===== src/rtl/gpio_irq_pkg.sv =====
package gpio_irq_pkg;

    localparam int unsigned REG_AW = 5;

    // Per-pin trigger code; the numeric values are visible to software.
    typedef enum logic [1:0] {
        TRIG_LEVEL_LO  = 2'd0,
        TRIG_LEVEL_HI  = 2'd1,
        TRIG_EDGE_RISE = 2'd2,
        TRIG_EDGE_FALL = 2'd3
    } trig_e;

    typedef enum logic [2:0] {
        SEL_DOUT = 3'd0,
        SEL_DIR  = 3'd1,
        SEL_PAD  = 3'd2,
        SEL_CFGL = 3'd3,
        SEL_CFGH = 3'd4,
        SEL_MASK = 3'd5,
        SEL_STAT = 3'd6,
        SEL_NONE = 3'd7
    } reg_sel_e;

    function automatic reg_sel_e decode_addr(input logic [REG_AW-1:0] a);
        reg_sel_e s;
        if (a[1:0] != 2'b00) begin
            s = SEL_NONE;
        end else begin
            unique case (a[REG_AW-1:2])
                3'd0:    s = SEL_DOUT;
                3'd1:    s = SEL_DIR;
                3'd2:    s = SEL_PAD;
                3'd3:    s = SEL_CFGL;
                3'd4:    s = SEL_CFGH;
                3'd5:    s = SEL_MASK;
                3'd6:    s = SEL_STAT;
                default: s = SEL_NONE;
            endcase
        end
        return s;
    endfunction

endpackage


===== src/rtl/gpio_pad_sync.sv =====
module gpio_pad_sync #(
    parameter int unsigned WIDTH = 32
) (
    input  logic             clk,
    input  logic             rst_n,
    input  logic [WIDTH-1:0] pad_async,
    output logic [WIDTH-1:0] lvl_now,
    output logic [WIDTH-1:0] lvl_prev
);
    logic [WIDTH-1:0] meta_q;
    logic [WIDTH-1:0] sync_q;
    logic [WIDTH-1:0] prev_q;

    always_ff @(posedge clk or negedge rst_n) begin
        if (!rst_n) begin
            meta_q <= '0;
            sync_q <= '0;
            prev_q <= '0;
        end else begin
            meta_q <= pad_async;
            sync_q <= meta_q;
            prev_q <= sync_q;
        end
    end

    assign lvl_now  = sync_q;
    assign lvl_prev = prev_q;
endmodule


===== src/rtl/gpio_trig_detect.sv =====
module gpio_trig_detect
    import gpio_irq_pkg::*;
#(
    parameter int unsigned PINS = 32
) (
    input  logic [PINS-1:0] lvl_now,
    input  logic [PINS-1:0] lvl_prev,
    input  logic [PINS-1:0] cfg_lo,
    input  logic [PINS-1:0] cfg_hi,
    output logic [PINS-1:0] evt
);
    localparam int unsigned HALF = PINS / 2;

    for (genvar p = 0; p < PINS; p++) begin : g_pin
        localparam int unsigned FLD = 2 * (p % HALF);
        logic [1:0] code;

        if (p < HALF) begin : g_lo
            assign code = cfg_lo[FLD +: 2];
        end else begin : g_hi
            assign code = cfg_hi[FLD +: 2];
        end

        always_comb begin
            unique case (trig_e'(code))
                TRIG_LEVEL_LO:  evt[p] = ~lvl_now[p];
                TRIG_LEVEL_HI:  evt[p] =  lvl_now[p];
                TRIG_EDGE_RISE: evt[p] =  lvl_now[p] & ~lvl_prev[p];
                TRIG_EDGE_FALL: evt[p] = ~lvl_now[p] &  lvl_prev[p];
                default:        evt[p] = 1'b0;
            endcase
        end
    end
endmodule


===== src/rtl/gpio_irq_status.sv =====
module gpio_irq_status #(
    parameter int unsigned PINS = 32
) (
    input  logic            clk,
    input  logic            rst_n,
    input  logic [PINS-1:0] evt,
    input  logic [PINS-1:0] clr,
    output logic [PINS-1:0] stat
);
    for (genvar p = 0; p < PINS; p++) begin : g_bit
        logic bit_q;
        always_ff @(posedge clk or negedge rst_n) begin
            if (!rst_n) begin
                bit_q <= 1'b0;
            end else if (evt[p]) begin
                bit_q <= 1'b1;          // a fresh event beats a clear
            end else if (clr[p]) begin
                bit_q <= 1'b0;
            end
        end
        assign stat[p] = bit_q;
    end
endmodule


===== src/rtl/gpio_irq_port.sv =====
module gpio_irq_port
    import gpio_irq_pkg::*;
#(
    parameter int unsigned PINS = 32
) (
    input  logic              clk,
    input  logic              rst_n,
    input  logic [REG_AW-1:0] addr,
    input  logic              wr_en,
    input  logic [PINS-1:0]   wr_data,
    input  logic              rd_en,
    output logic [PINS-1:0]   rd_data,
    input  logic [PINS-1:0]   pad_in,
    output logic [PINS-1:0]   pad_out,
    output logic [PINS-1:0]   pad_oe,
    output logic              irq_lo,
    output logic              irq_hi,
    output logic              irq_any
);
    localparam int unsigned HALF = PINS / 2;

    reg_sel_e        sel;
    logic [PINS-1:0] dout_q, dir_q, cfg_lo_q, cfg_hi_q, mask_q;
    logic [PINS-1:0] lvl_now, lvl_prev;
    logic [PINS-1:0] evt_w, clr_w, stat_q, pend_w, rd_mux, rd_q;

    assign sel = decode_addr(addr);

    gpio_pad_sync #(.WIDTH(PINS)) u_sync (
        .clk       (clk),
        .rst_n     (rst_n),
        .pad_async (pad_in),
        .lvl_now   (lvl_now),
        .lvl_prev  (lvl_prev)
    );

    gpio_trig_detect #(.PINS(PINS)) u_detect (
        .lvl_now  (lvl_now),
        .lvl_prev (lvl_prev),
        .cfg_lo   (cfg_lo_q),
        .cfg_hi   (cfg_hi_q),
        .evt      (evt_w)
    );

    assign clr_w = (wr_en && sel == SEL_STAT) ? wr_data : '0;

    gpio_irq_status #(.PINS(PINS)) u_status (
        .clk   (clk),
        .rst_n (rst_n),
        .evt   (evt_w),
        .clr   (clr_w),
        .stat  (stat_q)
    );

    always_ff @(posedge clk or negedge rst_n) begin
        if (!rst_n) begin
            dout_q   <= '0;
            dir_q    <= '0;
            cfg_lo_q <= '0;
            cfg_hi_q <= '0;
            mask_q   <= '0;
        end else if (wr_en) begin
            unique case (sel)
                SEL_DOUT: dout_q   <= wr_data;
                SEL_DIR:  dir_q    <= wr_data;
                SEL_CFGL: cfg_lo_q <= wr_data;
                SEL_CFGH: cfg_hi_q <= wr_data;
                SEL_MASK: mask_q   <= wr_data;
                default:  ;
            endcase
        end
    end

    always_comb begin
        unique case (sel)
            SEL_DOUT: rd_mux = dout_q;
            SEL_DIR:  rd_mux = dir_q;
            SEL_PAD:  rd_mux = lvl_now;
            SEL_CFGL: rd_mux = cfg_lo_q;
            SEL_CFGH: rd_mux = cfg_hi_q;
            SEL_MASK: rd_mux = mask_q;
            SEL_STAT: rd_mux = stat_q;
            default:  rd_mux = '0;
        endcase
    end

    always_ff @(posedge clk or negedge rst_n) begin
        if (!rst_n) begin
            rd_q <= '0;
        end else if (rd_en) begin
            rd_q <= rd_mux;
        end
    end

    assign pend_w  = stat_q & mask_q;
    assign irq_lo  = |pend_w[HALF-1:0];
    assign irq_hi  = |pend_w[PINS-1:HALF];
    assign irq_any = irq_lo | irq_hi;
    assign rd_data = rd_q;
    assign pad_out = dout_q;
    assign pad_oe  = dir_q;
endmodule


===== config.mk =====
export PLATFORM = sky130hd
export DESIGN_NAME = gpio_irq_port
export DESIGN_NICKNAME = d
export VERILOG_FILES = /design/src/rtl/gpio_irq_pkg.sv /design/src/rtl/gpio_pad_sync.sv /design/src/rtl/gpio_trig_detect.sv /design/src/rtl/gpio_irq_status.sv /design/src/rtl/gpio_irq_port.sv
export SDC_FILE = /design/constraint.sdc
export NUM_CORES = 1
export LEC_CHECK = 0
export ABC_AREA = 1
export BUFFER_PORTS_ARGS = -buffer_cell sky130_fd_sc_hd__buf_2
export CAP_MARGIN = 20
export CORE_AREA = 2 2 188 190
export DETAILED_ROUTE_END_ITERATION = 8
export DIE_AREA = 0 0 190 192
export PLACE_DENSITY = 0.68
export SLEW_MARGIN = 20
export SYNTH_ARGS = -nofsm -noshare
export SYNTH_HDL_FRONTEND = slang
export SYNTH_SLANG_ARGS = --single-unit
export TNS_END_PERCENT = 5

===== constraint.sdc =====
create_clock -name clk -period 2.7 [get_ports clk]
set_input_delay 0.405 -clock clk [delete_from_list [all_inputs] [get_ports clk]]
set_output_delay 0.405 -clock clk [all_outputs]
set_load 0.05 [all_outputs]

==> qor.csv <==
metric,value,unit
"Net Count, Synth",1636,
Max-Cap Viols,0,
Worst-Skew Late Latency,0.51,ns
Layout area overhead,20.4,%
GRT overflow,0,
antenna-violating nets left,0,
WL/cell,17.0,µm
Highest Clock Rate,395,MHz
compound-cell area share of the yosys netlist,11.3,%
Critical R2R Launch,u_sync.lvl_now[25],
largest family of logic cells by synthesized area,simple AND/OR/NAND/NOR gates,
share of power burned in registers,45.0,%
total leakage power,8.30,nW
Post-Synthesis Cells,1563,
Hold Slack,0.0108,ns
"Max FO, Critical Path",3,
Total Wirelength,38000,µm
antenna cells,0,
"most used cell, CP",nand2_1,
Hold Startpoint,pad_in[19],
drt first-iter violations,837,
Max VDD drop,0.000420,V
crit-path leading delay family,simple AND/OR/NAND/NOR gates,
design area,16300,µm²
combinational share of power,19.1,%
Synth Area in Simple Gates,21.5,%
commonest register cell after synthesis,dfrtp_1,
buffer count from post-CTS setup fixing,0,
syn avg cell area,8.67,µm²
port bufs,171,
number of clock sinks,320,
Worst Path Arrival,2.13,ns
DR vias,11100,
number of synthesis warnings,0,
worst rel slew slack,55.6,%
Final #Nets,1830,
critical path data required time,2.30,ns
"slowest stage delay, CP",0.39,ns
Worst R2R Setup Slack,1.54,ns
most common cell in the synthesized netlist,nand2_1,
die area,36500,µm²
sequential fraction of the synthesis area,59.1,%
PostCTS Resize Cnt,0,
largest cells by area after synthesis,"dfrtp_1, nand2_1, o21ai_0, inv_1, nor2_1",
Final Hold Vio Count,0,
Reg2Reg Depth,3,
Worst-path clk slew,0.06,ns
reg2reg end,u_status.g_bit[25].bit_q,
GPL Wtd Cong,0.805,
detailed-placement wirelength estimate,25000,µm
post-synth top area share,59.1,%
Worst setup EP type,output pin,
drt first pass iters,7,
worst slew pin tran,0.667,ns
num rows,68,
first-pass GRT wire length,59500,µm
residual DRC count,0,
antenna violations before repair,1,
unrepaired setup endpoints after global routing,no,
Yosys reg bits,320,
largest net degree at the start of global routing,82,
CP Class,reg2out,
switching power,4.12,mW
# setup viols final,0,
share of layout cells above drive strength 1,14.7,%
power per cell area,801,nW/µm²
Core Area,34300,µm²
adder and majority gate portion of the synthesized area,0,%
Worst Path Buf+Inv,1,
Synth async-reset ratio,100,%
Starting Density,39.5,%
crit path cell chain,nand2_1 > nand2_1 > a221oi_1 > nand2_1 > nor2_1 > nand2_1 > buf_2,
number of global-route vias before repair,10800,
post-synthesis cell type count,25,
Num CTS Buffers,35,
Final Max Tran Viols,0,
fin crit period,2.53,ns
I/O pins,172,
post-synthesis xor/xnor area fraction,2.07,%
Clk network pwr share,35.8,%
final cycle utilization of the critical path,93.8,%
Clock Skews,0.0102,ns
die height,192,µm
largest area contributor in the netlist,dfrtp_1,
synthesized area,13600,µm²
Sw Ratio,31.5,%
Min-Delay Path Class,in2reg,
CTS root buffer,clkbuf_16,
Internal,8.94,mW
GRT Overall Usage,21.0,%
WHS Endpoint,u_sync.meta_q[19],
Post-synth top cells,"nand2_1, dfrtp_1, inv_1",
dpl cell area,14900,µm²
mux share of post-synthesis cell area,0,%
Post-synth EDFFs,0,
CTS tree,done,
Clock Tree Buf Depth,3,
Worst setup SP type,register,
status,finished clean,
Pwr Total,13.1,mW
hold depth,1,
H-tree depth,2,
setup tns final,0,ns
"Slowest-stage cell, CP",dfrtp_1,
drt via density,4.98,
die width,190,µm
## registers in the layout, summed over array words and instances, names as in the netlist
name,cells
u_sync.lvl_now,32
pad_out,32
rd_data,32
u_sync.lvl_prev,32
u_status.g_bit.bit_q,32
pad_oe,32
cfg_lo_q,32
cfg_hi_q,32
mask_q,32
u_sync.meta_q,32
## per-stage QoR
step,std cells,util [%],setup slack (ns)
CTS,2232,47.5,0.153
detailed placement,2147,43.5,0.522
global route,2233,47.6,0.0846
finish,2233,47.6,0.168
floorplan,1563,-,1.15
global placement,2147,43.5,0.547
## layer usage
metal / GRT usage, % / part of all wire (%)
met1: 29.7 / 45
met2: 33.3 / 46
met3: 3.51 / 6.8
met4: 6.44 / 2.7
met5: 0 / 0
## logic make-up (layout without fill, tap and decap cells)
| kind of cell | Yosys count | after routing |
|---|---|---|
| buf+inv | 200 | 415 |
| compound gates | 271 | 271 |
| flops | 320 | 320 |
| xor+xnor | 32 | 32 |
| simple gates | 740 | 740 |
## final cells by class
class	count	area, µm²
fill	3276	18000
timing repair buffer	222	1390
tap	455	569
sequential	320	8010
clock inverter	8	93.8
inverter	135	507
multi-input combinational	1043	4730
clock buffer	50	1010
## worst max-delay path by stage
stage                     from           to  slack, ns  cells after the start
global placement       addr[4]  rd_data[31]       0.55                      9
CTS                  mask_q[3]      irq_any       0.15                      7
finish               mask_q[3]      irq_any       0.17                      7
detailed placement     addr[1]  rd_data[22]       0.52                     11
floorplan           mask_q[25]      irq_any       1.15                      5
global route         mask_q[3]      irq_any       0.08                      7
## cells in the final DEF, fill, tap and decap left out, types with 4 or more instances in the layout
master / synthesis / layout
a22o_1: 12 / 12
a22oi_1: 32 / 32
buf_12: 0 / 6
buf_2: 31 / 170
buf_4: 8 / 17
clkbuf_1: 23 / 9
clkbuf_16: 0 / 37
clkbuf_8: 0 / 4
clkinv_2: 0 / 5
dfrtp_1: 320 / 320
dlygate4sd3_1: 0 / 28
inv_1: 132 / 132
nand2_1: 588 / 588
nand3_1: 33 / 33
nor2_1: 104 / 104
nor2_4: 5 / 5
o21ai_0: 120 / 120
o21ai_1: 72 / 72
o22ai_1: 32 / 32
xnor2_1: 32 / 32
## power by group through the flow
stage	Clock (mW)	Sequential [mW]	Combinational, mW
final	4.68	5.88	2.50
after global routing	4.96	5.95	2.75
after detailed placement	0	5.95	2.48
after global placement	0	5.93	2.44
after CTS	4.77	5.87	2.52
after floorplan	0	6.59	1.02
## what timing repair did
action | 4_1_cts | 5_1_grt
hold endpoints to repair | 82 | 1
hold buffers | 27 | 1
endpoints found under the setup margin | 0 | 0
No activity file was read; power rests on OpenSTA's default activity.
